### src/rtl/sbus_clk_pkg.sv
package sbus_clk_pkg;

   // word addresses of the two configuration words
   localparam logic ADDR_CLK  = 1'b0;
   localparam logic ADDR_LINE = 1'b1;

   // bit positions inside the line-control word
   localparam int LC_SDA_EN   = 0;
   localparam int LC_SDA_LVL  = 1;
   localparam int LC_SCL_EN   = 2;
   localparam int LC_SCL_LVL  = 3;
   localparam int LC_SDA_LIVE = 4;
   localparam int LC_SCL_LIVE = 5;
   localparam int LC_W        = 6;

   // writable line-control bits; bit 0 is sda_en
   typedef struct packed {
      logic scl_lvl;
      logic scl_en;
      logic sda_lvl;
      logic sda_en;
   } line_ctl_t;

   function automatic int clamp_int(input int v, input int lo, input int hi);
      if (v < lo)      return lo;
      else if (v > hi) return hi;
      else             return v;
   endfunction

endpackage

### src/rtl/sbus_cfg_regs.sv
module sbus_cfg_regs
   import sbus_clk_pkg::*;
#(
   parameter int DIV_W   = 8,
   parameter int DLY_W   = 3,
   parameter int RST_DIV = 40,
   parameter int RST_DLY = 7,
   localparam int FIELD_W = DIV_W + DLY_W
) (
   input  logic               clk,
   input  logic               rst_n,
   input  logic               we,
   input  logic               addr,
   input  logic [FIELD_W-1:0] wdata,
   input  logic               live_sda,
   input  logic               live_scl,
   output logic [DIV_W-1:0]   div_q,
   output logic [DLY_W-1:0]   dly_q,
   output line_ctl_t          line_q,
   output logic [FIELD_W-1:0] rdata
);

   localparam logic [DIV_W-1:0] DIV_INIT = DIV_W'(RST_DIV);
   localparam logic [DLY_W-1:0] DLY_INIT = DLY_W'(RST_DLY);

   always_ff @(posedge clk or negedge rst_n) begin
      if (!rst_n) begin
         div_q  <= DIV_INIT;
         dly_q  <= DLY_INIT;
         line_q <= '0;
      end else if (we) begin
         if (addr == ADDR_CLK) begin
            div_q <= wdata[DIV_W-1:0];
            dly_q <= wdata[DIV_W +: DLY_W];
         end else begin
            line_q <= line_ctl_t'(wdata[3:0]);
         end
      end
   end

   always_comb begin
      rdata = '0;
      if (addr == ADDR_CLK) begin
         rdata[DIV_W-1:0]     = div_q;
         rdata[DIV_W +: DLY_W] = dly_q;
      end else begin
         rdata[3:0]         = line_q;
         rdata[LC_SDA_LIVE] = live_sda;
         rdata[LC_SCL_LIVE] = live_scl;
      end
   end

endmodule

### src/rtl/sbus_sclk_div.sv
module sbus_sclk_div #(
   parameter int DIV_W = 8
) (
   input  logic             clk,
   input  logic             rst_n,
   input  logic             run,
   input  logic [DIV_W-1:0] div,
   output logic             scl_gen,
   output logic [DIV_W-1:0] cnt,
   output logic             fall_now
);

   logic at_end;

   // >= rather than == so a divider lowered mid-phase ends the phase at once
   assign at_end   = (cnt >= div);
   assign fall_now = run && at_end && scl_gen;

   always_ff @(posedge clk or negedge rst_n) begin
      if (!rst_n) begin
         cnt     <= '0;
         scl_gen <= 1'b1;
      end else if (!run) begin
         cnt     <= '0;
         scl_gen <= 1'b1;
      end else if (at_end) begin
         cnt     <= '0;
         scl_gen <= ~scl_gen;
      end else begin
         cnt     <= cnt + 1'b1;
      end
   end

endmodule

### src/rtl/sbus_launch_dly.sv
module sbus_launch_dly #(
   parameter int DLY_W = 3
) (
   input  logic             clk,
   input  logic             rst_n,
   input  logic             run,
   input  logic             fall_now,
   input  logic [DLY_W-1:0] dly,
   output logic             strobe
);

   logic [DLY_W-1:0] dcnt;
   logic [DLY_W-1:0] dly_eff;

   // a zero delay would collide with the clock edge itself
   assign dly_eff = (dly == '0) ? DLY_W'(1) : dly;

   always_ff @(posedge clk or negedge rst_n) begin
      if (!rst_n) begin
         dcnt   <= '0;
         strobe <= 1'b0;
      end else if (!run) begin
         dcnt   <= '0;
         strobe <= 1'b0;
      end else begin
         strobe <= (dcnt == DLY_W'(1));
         if (fall_now)
            dcnt <= dly_eff;
         else if (dcnt != '0)
            dcnt <= dcnt - 1'b1;
      end
   end

endmodule

### src/rtl/sbus_line_mux.sv
module sbus_line_mux
   import sbus_clk_pkg::*;
#(
   parameter int SYNC_STAGES = 2
) (
   input  logic      clk,
   input  logic      rst_n,
   input  line_ctl_t line_q,
   input  logic      scl_gen,
   input  logic      sda_data,
   input  logic      scl_i,
   input  logic      sda_i,
   output logic      scl_o,
   output logic      sda_o,
   output logic      live_scl,
   output logic      live_sda
);

   assign scl_o = line_q.scl_en ? line_q.scl_lvl : scl_gen;
   assign sda_o = line_q.sda_en ? line_q.sda_lvl : sda_data;

   generate
      if (SYNC_STAGES == 0) begin : g_nosync
         assign live_scl = scl_i;
         assign live_sda = sda_i;
      end else begin : g_sync
         logic [SYNC_STAGES-1:0] scl_sh;
         logic [SYNC_STAGES-1:0] sda_sh;
         for (genvar s = 0; s < SYNC_STAGES; s++) begin : g_stage
            always_ff @(posedge clk or negedge rst_n) begin
               if (!rst_n) begin
                  scl_sh[s] <= 1'b1;
                  sda_sh[s] <= 1'b1;
               end else if (s == 0) begin
                  scl_sh[s] <= scl_i;
                  sda_sh[s] <= sda_i;
               end else begin
                  scl_sh[s] <= scl_sh[(s == 0) ? 0 : s-1];
                  sda_sh[s] <= sda_sh[(s == 0) ? 0 : s-1];
               end
            end
         end
         assign live_scl = scl_sh[SYNC_STAGES-1];
         assign live_sda = sda_sh[SYNC_STAGES-1];
      end
   endgenerate

endmodule

### src/rtl/sbus_clkgen.sv
module sbus_clkgen
   import sbus_clk_pkg::*;
#(
   parameter int PARENT_HZ   = 250_000_000,
   parameter int TARGET_HZ   = 3_000_000,
   parameter int MAX_BUS_HZ  = 20_000_000,
   parameter int DIV_W       = 8,
   parameter int DLY_W       = 3,
   parameter int SYNC_STAGES = 2,
   localparam int FIELD_W    = DIV_W + DLY_W
) (
   input  logic               clk,
   input  logic               rst_n,
   input  logic               run,
   input  logic               sda_data,
   input  logic               scl_i,
   input  logic               sda_i,
   input  logic               cfg_we,
   input  logic               cfg_addr,
   input  logic [FIELD_W-1:0] cfg_wdata,
   output logic [FIELD_W-1:0] cfg_rdata,
   output logic               scl_o,
   output logic               sda_o,
   output logic               sda_upd
);

   // reset divider from the target rate: parent / target / 2, clamped
   localparam int RAW_DIV_P1 = PARENT_HZ / TARGET_HZ / 2;
   localparam int RST_DIV_P1 = clamp_int(RAW_DIV_P1, 1, 2**DIV_W);
   localparam int RST_DIV    = RST_DIV_P1 - 1;
   localparam int RST_DLY    = clamp_int(RST_DIV_P1 >> 1, 1, 2**DLY_W - 1);
   localparam int RST_BUS_HZ = PARENT_HZ / (2 * RST_DIV_P1);

   generate
      if (TARGET_HZ > MAX_BUS_HZ) begin : g_err_target
         $error("target bus rate above the bus limit");
      end
      if (RST_BUS_HZ > MAX_BUS_HZ) begin : g_err_reset
         $error("reset divider yields a bus rate above the limit");
      end
      if (FIELD_W < LC_W) begin : g_err_width
         $error("configuration word too narrow for line control");
      end
      if (SYNC_STAGES < 0 || SYNC_STAGES > 4) begin : g_err_sync
         $error("SYNC_STAGES out of range 0..4");
      end
   endgenerate

   logic [DIV_W-1:0] div_q;
   logic [DLY_W-1:0] dly_q;
   line_ctl_t        line_q;
   logic             live_scl;
   logic             live_sda;
   logic             scl_gen;
   logic [DIV_W-1:0] div_cnt;
   logic             fall_now;

   sbus_cfg_regs #(
      .DIV_W   (DIV_W),
      .DLY_W   (DLY_W),
      .RST_DIV (RST_DIV),
      .RST_DLY (RST_DLY)
   ) u_regs (
      .clk      (clk),
      .rst_n    (rst_n),
      .we       (cfg_we),
      .addr     (cfg_addr),
      .wdata    (cfg_wdata),
      .live_sda (live_sda),
      .live_scl (live_scl),
      .div_q    (div_q),
      .dly_q    (dly_q),
      .line_q   (line_q),
      .rdata    (cfg_rdata)
   );

   sbus_sclk_div #(
      .DIV_W (DIV_W)
   ) u_div (
      .clk      (clk),
      .rst_n    (rst_n),
      .run      (run),
      .div      (div_q),
      .scl_gen  (scl_gen),
      .cnt      (div_cnt),
      .fall_now (fall_now)
   );

   sbus_launch_dly #(
      .DLY_W (DLY_W)
   ) u_dly (
      .clk      (clk),
      .rst_n    (rst_n),
      .run      (run),
      .fall_now (fall_now),
      .dly      (dly_q),
      .strobe   (sda_upd)
   );

   sbus_line_mux #(
      .SYNC_STAGES (SYNC_STAGES)
   ) u_mux (
      .clk      (clk),
      .rst_n    (rst_n),
      .line_q   (line_q),
      .scl_gen  (scl_gen),
      .sda_data (sda_data),
      .scl_i    (scl_i),
      .sda_i    (sda_i),
      .scl_o    (scl_o),
      .sda_o    (sda_o),
      .live_scl (live_scl),
      .live_sda (live_sda)
   );

endmodule

### config.mk
export PLATFORM = sky130hd
export DESIGN_NAME = sbus_clkgen
export DESIGN_NICKNAME = d
export VERILOG_FILES = /design/src/rtl/sbus_clk_pkg.sv /design/src/rtl/sbus_cfg_regs.sv /design/src/rtl/sbus_sclk_div.sv /design/src/rtl/sbus_launch_dly.sv /design/src/rtl/sbus_line_mux.sv /design/src/rtl/sbus_clkgen.sv
export SDC_FILE = /design/constraint.sdc
export NUM_CORES = 1
export LEC_CHECK = 0
export BUFFER_PORTS_ARGS = -buffer_cell sky130_fd_sc_hd__clkbuf_2
export CAP_MARGIN = 20
export CORE_MARGIN = 3
export CORE_UTILIZATION = 43
export DETAILED_ROUTE_END_ITERATION = 10
export HOLD_SLACK_MARGIN = 0.02
export PLACE_DENSITY = 0.76
export SYNTH_ARGS = -nofsm -noshare
export SYNTH_HDL_FRONTEND = slang
export SYNTH_SLANG_ARGS = --single-unit
### constraint.sdc
create_clock -name clk -period 1.8 [get_ports clk]
set_clock_uncertainty 0.1 [all_clocks]
set_input_delay 0.18 -clock clk [delete_from_list [all_inputs] [get_ports clk]]
set_output_delay 0.18 -clock clk [all_outputs]
set_load 0.1 [all_outputs]
Word level (Yosys, flattened, before mapping)
Cells that the tools add are included.

Register bits after elaboration: 32. Input bits: 19. Output and inout bits: 14. Logic and storage cells: 41.

Add/subtract/negate cells: 2. Order comparisons: 1. Eq/ne operators: 3. Muxes and demuxes: 13. Bitwise operators: 2. Reductions and logical operators: 6.

Operators by type and width (count): 8-bit 2-to-1 mux (2); 3-bit 2-to-1 mux (4); 8-bit by 1-bit adder with 8-bit output, second input constant (1); 8-bit greater-or-equal comparator (1); 6-bit 2-to-1 mux (1); 1-bit 2-to-1 mux (5); 5-bit 2-to-1 mux (1); 2-bit AND reduction (2); 3-bit by 1-bit equality test with 1-bit output, second input constant (1); 3-bit zero test (1); 3-bit by 1-bit inequality test with 1-bit output, second input constant (1); 3-bit nonzero test (1); 3-bit by 1-bit subtractor with 3-bit output, second input constant (1); 1-bit logical AND (2); 2-bit by 1-bit inequality test with 1-bit output, second input constant (1); 1-bit NOT (2).

Longest topological paths before layout
Gate-level depths: netlist (run 1).

Depth in word-level cells: 5. Gate-level depth with buffers: 7. Depth with buffers taken out: 7.

Cells and area by module
Synthesis (run 1) repeated with hierarchy kept, for this count alone.

Cells, all modules: 143. Area total of the unflattened synthesis: 1767.9 µm².

Modules (own cells, without submodules): sbus_cfg_regs (instances 1, cells each 45, area each 718.2 µm², seq. area each 381.6 µm²); sbus_sclk_div (instances 1, cells each 68, area each 673.1 µm², seq. area each 226.5 µm²); sbus_launch_dly (instances 1, cells each 24, area each 241.5 µm², seq. area each 100.1 µm²); sbus_line_mux (instances 1, cells each 6, area each 135.1 µm², seq. area each 105.1 µm²).

Worst setup path after synthesis (run 1)
No wires, ideal clock.

Kind: input-to-output. Start point: input cfg_addr. End point: output cfg_rdata[2]. Data arrival time: 2.672 ns. Data required time: 1.520 ns. Setup slack: -1.152 ns. Stages: 3. Path buffers: 2. Path through: clkbuf_1 > clkbuf_1 > o21ai_0.

Cells in the longest elaborated chain, start to end: 1.

RTL lines: start: declaration (line sbus_clkgen.sv:19) `input logic cfg_addr,`; 6-bit 2-to-1 mux (line sbus_cfg_regs.sv:43) `if (addr == ADDR_CLK) begin`; end: declaration (line sbus_clkgen.sv:21) `output logic [FIELD_W-1:0] cfg_rdata,`.

Every way passes these cells.

Final worst setup path (run 1)
Start point: register u_regs.div_q[0]. End point: register u_div.scl_gen.

Cells in the longest elaborated chain, start to end: 2.

RTL lines: start: declaration (line sbus_cfg_regs.sv:17) `output logic [DIV_W-1:0] div_q,`; start signal: assignment (line sbus_cfg_regs.sv:33) `div_q <= wdata[DIV_W-1:0];`; 8-bit greater-or-equal comparator (line sbus_sclk_div.sv:16) `assign at_end = (cnt >= div);`; 2-bit by 1-bit inequality test with 1-bit output (no source line); end signal: assignment (line sbus_sclk_div.sv:28) `scl_gen <= ~scl_gen;`; end: declaration (line sbus_sclk_div.sv:8) `output logic scl_gen,`.

Every way passes these cells. A chain may end at the register's enable or synchronous reset.

==> results of run 1 <==
==> final cells by class <==
cell class	count	share of cell area (%)
clock inverters	2	0.453
clock buffers	6	3.74
multi-input cells	104	34.1
repair buffers	58	19.9
flip-flops and latches	32	36.8
inverters	14	2.38
well taps	46	2.61
==> stage by stage <==
step                hold WS, ns  setup WS [ns]  utilization [%]
detailed placement       0.0772         -0.116             56.2
finish                   0.0284         -0.114             64.2
global route             0.0379         -0.190             64.2
global placement         0.0856        -0.0825             56.2
floorplan                -0.216         -0.412                -
CTS                      0.0226        -0.0948             62.7
==> sequential cells by signal (all words and copies together) (netlist names) <==
| register | flops |
|---|---|
| u_div.cnt | 8 |
| u_regs.div_q | 8 |
| u_regs.line_q | 4 |
| u_dly.dcnt | 3 |
| u_regs.dly_q | 3 |
| u_div.scl_gen | 1 |
| u_dly.strobe | 1 |
| u_mux.g_sync.scl_sh | 1 |
| u_mux.g_sync.sda_sh | 1 |
| u_mux.live_scl | 1 |
| u_mux.live_sda | 1 |
==> where the power goes <==
group | internal, µW | switching, µW | leakage [µW]
clock | 304 | 255 | 0.0000510
sequential | 831 | 53.5 | 0.000387
combinational | 307 | 580 | 0.000618
==> layer usage <==
metal  wire (µm)  vias up  track usage, %
met5           0        -               0
met4          40        0            8.12
met3         175        4            5.23
met2        1540       30            27.7
met1        1560      576            21.6
li1            -      632               -
==> worst register-to-register path, delay by kind of cell (launching register included) <==
kind	cells	cell delay, ns
DFF	1	0.38
and+or+nand+nor	2	0.27
AOI/OAI and AO/OA	3	0.81
adders and majority gates	1	0.28
==> how the worst min path moves through the flow <==
stage                             to  slack (ns)  depth (start not counted)
floorplan               u_div.cnt[0]       -0.22                          0
global placement    u_regs.line_q[0]        0.09                          1
detailed placement  u_regs.line_q[1]        0.08                          1
CTS                  u_regs.dly_q[0]        0.02                          2
global route         u_regs.dly_q[0]        0.04                          2
finish               u_regs.div_q[3]        0.03                          3
==> cell usage after synthesis <==
library cell   n
nand2_2        1
dfstp_2       10
ha_1          12
and3_2         1
inv_1         14
mux2i_1        3
nand2_1       22
a21oi_1        4
buf_2          1
clkbuf_1       3
mux2_2         9
dfrtp_1       22
nand3_1        5
nor2_1        12
o22a_1         1
nand4_1        1
nand2b_4       1
and3_1         3
a21oi_4        1
xor2_1         5
nor2b_1        2
o21ai_0       18
a2111o_1       1
xnor2_1        2
==> kinds of logic after synthesis <==
logic type	count (synthesis)
adders and majority gates	12
and+or+nand+nor	48
DFF	32
buffers and inverters	18
muxes	12
xor gates and xnor gates	7
AOI/OAI and AO/OA	25
==> repair_timing <==
| action | 4_1_cts | 5_1_grt |
|---|---|---|
| gates resized for setup | 5 | 9 |
| endpoints found under the setup margin | 9 | 12 |
| buffers inserted | 1 | 1 |
| hold buffers | 11 | 0 |
| pin swaps | 3 | 6 |
| hold endpoints to repair | 25 | 0 |
==> results.txt, run 1 <==
status: finished, violations left
violated checks: setup timing
Die Ht: 66.8 µm
post-synth top area share: 34.6%
DRT antenna net count: 0
total I/O pin count: 33
final setup TNS: -0.437 ns
clk root buf: clkbuf_8
fin crit share: 106%
Post-Layout Cell Count: 262
die area: 0.00446 mm²
Hold WC Path Type: input pin to flop
core area: 0.00344 mm²
Worst Path Max Fanout: 8
Final Cell Area: 0.00221 mm²
gpl congestion: 0.843
vias in the first global route: 1293
Post-Synthesis Cell Area: 0.00159 mm²
Power Density: 1060 mW/mm²
LEAKAGE: 0.00106 µW
Longest Clk Path Bufs: 2
Final Hold Vio Count: 0
# diodes: 0
RR Startpoint: u_regs.div_q[0]
Synth area leader: dfrtp_1
Startpoint Class: flop
mux cell area share after synthesis: 8.27%
Synth Area in XOR/XNOR: 3.86%
Max-slew headroom: 64.1%
Starting Density: 46.2%
residual DRC count: 0
hold_sp: cfg_wdata[3]
reg2reg path depth: 6
vias per cell: 4.74
post-synthesis compound-gate area fraction: 9.21%
Mapped Cells: 154
Clock Latency Late Sink: 0.28 ns
initial antenna violation count: 0
commonest non-fill, non-tap cell in the layout: buf_4
Mean Syn Cell Area: 10.3 µm²
Max IR drop VDD: 0.698 mV
fmax: 522 MHz
crit path buf inv count: 0
CP Class: flop to flop
FF-to-FF End: u_div.scl_gen
Slowest cell on crit path: a2111o_1
Synth area leaders: dfrtp_1 35%, dfstp_2 17%, ha_1 9.4%
Critical Path, Cell by Cell: ha_1 -> nand2b_4 -> a2111o_1 -> a21oi_4 -> nand2_4 -> o22a_1
RSZ-0062 raised after global routing: true
GRT Util Overall: 17.4%
CP delay by family, top: compound AO/OA/AOI/OAI gates
post-synthesis sequential area ratio: 51.2%
Site Rows: 21
initial DRC count: 37
crit-path max cell delay: 0.39 ns
multi-input logic area: 753 µm²
min Tclk post-route: 1.91 ns
crit path to: u_div.scl_gen
FILL cells: 286
Sink Count: 32
main combinational cell family by area after synthesis: simple AND/OR/NAND/NOR gates
Crit path arrival time: 2.02 ns
port bufs: 32
wire length of the first global-routing pass: 5690 µm
R2R Setup Slk: -0.11 ns
Synth Net Count: 185
total power: 2330 µW
final wirelength: 3330 µm
routed len/inst: 12.7 µm
post-synthesis adder-cell area fraction: 9.45%
most frequent cells in the layout: 23 x buf_4, 22 x nand2_1, 22 x dfrtp_1, 21 x clkbuf_2, 14 x inv_1
# placed instances: 241
post-synthesis cell type count: 24
CP Launch Point: u_regs.div_q[0]
Num CTS Buffers: 5
CP Data Required Time: 1.91 ns
Worst-Margin Slew: 0.541 ns
Max-Cap Viols: 0
Slew Viols, Final: 0
Post-DP HPWL: 2510 µm
DR pass1 iterations: 4
fin nets: 246
CTS tree: done
placed inst area: 0.00194 mm²
Vias: 1242
grt ovf: 0
setup slack after layout: -0.114 ns
Post-Synth Simple-Gate Area: 13.7%
endpoint type of the worst setup path: flop
clk slew on worst S/H paths: 0.06 ns
Die X: 66.8 µm
layout cells sized above 1: 39.8%
Area Growth Syn to Fin: 39.0%
largest net degree at the start of global routing: 23
H-tree depth: 2
Ys Warns: 0
# setup viols final: 6
sequential cell area: 813 µm²
CP Depth: 6
Synth Register Bits: 32
No activity file was read; power rests on OpenSTA's default activity.
==> inputs of run 2 (changes only) <==
- PLACE_DENSITY: 0.76 -> 0.75
- SYNTH_HIERARCHICAL: unset -> 1
==> results.txt, run 2 <==
clk slew on worst S/H paths: 0.07 ns (about the same)
RSZ-0062 raised after global routing: true
GRT Util Overall: 17.5% (+0.056 points)
Max-Cap Viols: 0 (unchanged)
Mean Syn Cell Area: 12.4 µm² (+20%)
synth cell count leaders: 22 x dfrtp_1, 14 x inv_1, 12 x ha_1, 12 x mux2_4, 11 x mux2_2
Startpoint Class: flop
Area Growth Syn to Fin: 41.2%
Power Density: 1080 mW/mm² (+2.1%)
grt ovf: 0 (unchanged)
final setup TNS: -1.59 ns (-1.15 ns)
DR pass1 iterations: 4 (unchanged)
Slowest cell on crit path: dfstp_2
Worst-Margin Slew: 0.774 ns (+0.233 ns)
post-synth top area share: 31.1% (-3.5 points)
crit path buf inv count: 1 (+1)
fin nets: 242 (-1.6%)
vias per cell: 5.18 (+9.2%)
main flop type after synthesis: dfrtp_1
H-tree depth: 2 (unchanged)
# diodes: 0 (unchanged)
initial DRC count: 47 (+27%)
port bufs: 32 (unchanged)
Mapped Cells: 143 (-7.1%)
Site Rows: 22 (+4.8%)
routed len/inst: 14.8 µm (+17%)
status: finished, violations left
initial antenna violation count: 0 (unchanged)
gpl congestion: 0.846 (+0.38%)
endpoint type of the worst setup path: flop
DRT antenna net count: 0 (unchanged)
Finished Core Util: 65.7% (+1.6 points)
Synth area leader: dfrtp_1
post-synthesis cell type count: 32 (+33%)
Die X: 70.1 µm (+5.0%)
largest net degree at the start of global routing: 33 (+43%)
CTS tree: done
Post-Synthesis Cell Area: 0.00177 mm² (+11%)
Longest Clk Path Bufs: 2 (unchanged)
number of flops mapped to enable cells by yosys: 0 (unchanged)
residual DRC count: 0 (unchanged)
setup slack after layout: -0.266 ns (-0.152 ns)
Post-DP HPWL: 2800 µm (+12%)
clk root buf: clkbuf_8
min Tclk post-route: 2.07 ns (+0.152 ns)
Crit path arrival time: 2.13 ns (+0.11 ns)
core area: 0.00380 mm² (+10%)
R2R Setup Slk: -0.27 ns (-0.15 ns)
Num CTS Buffers: 5 (unchanged)
most frequent cells in the layout: 29 x buf_4, 26 x clkbuf_2, 22 x dfrtp_1, 12 x inv_1, 12 x mux2_4
final wirelength: 3850 µm (+16%)
Max IR drop VDD: 0.808 mV (+16%)
Vias: 1346 (+8.4%)
Hold WC Path Type: input pin to flop
Starting Density: 46.5% (+0.38 points)
Clock Latency Late Sink: 0.29 ns (about the same)
Synth Register Bits: 32 (unchanged)
CP Class: flop to flop
layout cells sized above 1: 59.4% (+20 points)
total I/O pin count: 33 (unchanged)
violated checks: setup timing
sequential cell area: 813 µm² (unchanged)
Critical Path, Cell by Cell: inv_2 -> ha_4 -> nand4_1 -> o311ai_4 -> nor2b_4 -> nand2b_1 -> o221a_1
Max-slew headroom: 48.4% (-16 points)
die area: 0.00492 mm² (+10%)
Post-synth ARST share: 100% (unchanged)
wire length of the first global-routing pass: 6620 µm (+17%)
Worst Path Max Fanout: 5 (-3)
FILL cells: 283 (-1.0%)
largest registers: u_div/cnt: 8 flops, u_regs/div_q: 8 flops, u_regs/line_q: 4 flops
# setup viols final: 12 (+6)
multi-input logic area: 0.00104 mm² (+38%)
Slew Viols, Final: 0 (unchanged)
CP delay by family, top: flip-flops
Final Hold Vio Count: 0 (unchanged)
Synth Net Count: 174 (-5.9%)
Synth area leaders: dfrtp_1 31%, dfstp_2 15%, mux2_4 10%
post-synthesis sequential area ratio: 46.0% (-5.2 points)
Die Ht: 70.1 µm (+5.0%)
fin crit share: 115% (+8.4 points)
fmax: 484 MHz (-7.3%)
leading cell type by number of instances after synthesis: dfrtp_1
commonest non-fill, non-tap cell in the layout: buf_4
LEAKAGE: 0.00119 µW (+13%)
Ys Warns: 6 (+6)
vias in the first global route: 1478 (+14%)
crit-path max cell delay: 0.54 ns (+0.15 ns)
Sink Count: 32 (unchanged)
CP Data Required Time: 1.87 ns (-0.04 ns)
run 2: path summary, 6_finish.rpt:
check                                  startpoint               to  cells after the start
max                               u_regs/div_q[5]    u_dly/dcnt[0]                      7
min                                  cfg_wdata[8]  u_regs/dly_q[0]                      2
max reg2reg                       u_regs/div_q[5]    u_dly/dcnt[0]                      7
min reg2reg                u_mux/g_sync.sda_sh[0]   u_mux/live_sda                      0
max in group asynchronous                   rst_n     u_div/cnt[3]                      2
min in group asynchronous                   rst_n  u_regs/div_q[4]                      2
run 2: routing by layer:
metal / routed length (µm) / GRT usage, % / up-vias / share of wire (%)
li1: - / - / 639 / -
met1: 1580 / 19.4 / 668 / 41
met2: 2010 / 29.5 / 35 / 52
met3: 218 / 6.33 / 4 / 5.7
met4: 42 / 8.51 / 0 / 1.1
met5: 0 / 0 / - / 0
run 2: cell type report:
type	instances	area share (%)
multi-input cells	95	41.5
flip-flops and latches	32	32.6
repair buffers	63	16.9
clock buffers	5	2.76
well taps	48	2.41
inverters	14	2.11
clock inverters	3	1.70
run 2: repair_timing:
item / CTS / global route
hold buffers: 6 / 0
hold endpoints to repair: 27 / 0
pin swaps: 16 / 4
setup endpoints to repair: 13 / 12
setup buffers: 3 / 3
gates resized for setup: 22 / 4
run 2: where the power goes:
group / internal (µW) / leakage (µW) / switching (µW)
clock: 409 / 0.0000541 / 267
combinational: 428 / 0.000754 / 675
sequential: 838 / 0.000384 / 71.5
run 2: metrics by stage:
| step | hold slack (ns) | std cells | setup WS [ns] | instance area [µm²] | total power [µW] |
|---|---|---|---|---|---|
| after global routing | 0.0269 | 260 | -0.361 | 2500 | 2840 |
| final | 0.0281 | 260 | -0.266 | 2500 | 2690 |
| after CTS | 0.0210 | 259 | -0.255 | 2470 | 2690 |
| after global placement | 0.168 | 242 | -0.259 | 2160 | 1880 |
| after floorplan | -0.216 | 143 | -0.308 | 1800 | 1670 |
| after detailed placement | 0.169 | 242 | -0.314 | 2160 | 1920 |
run 2: logic make-up (layout without fill, tap and decap cells):
family	Yosys count	after routing	synth area share, %
AOI/OAI and AO/OA	11	11	7.08
DFF	32	32	46.0
xor gates and xnor gates	7	7	3.47
muxes	23	23	17.2
buffers and inverters	16	85	4.03
and+or+nand+nor	42	42	13.7
adders and majority gates	12	12	8.49
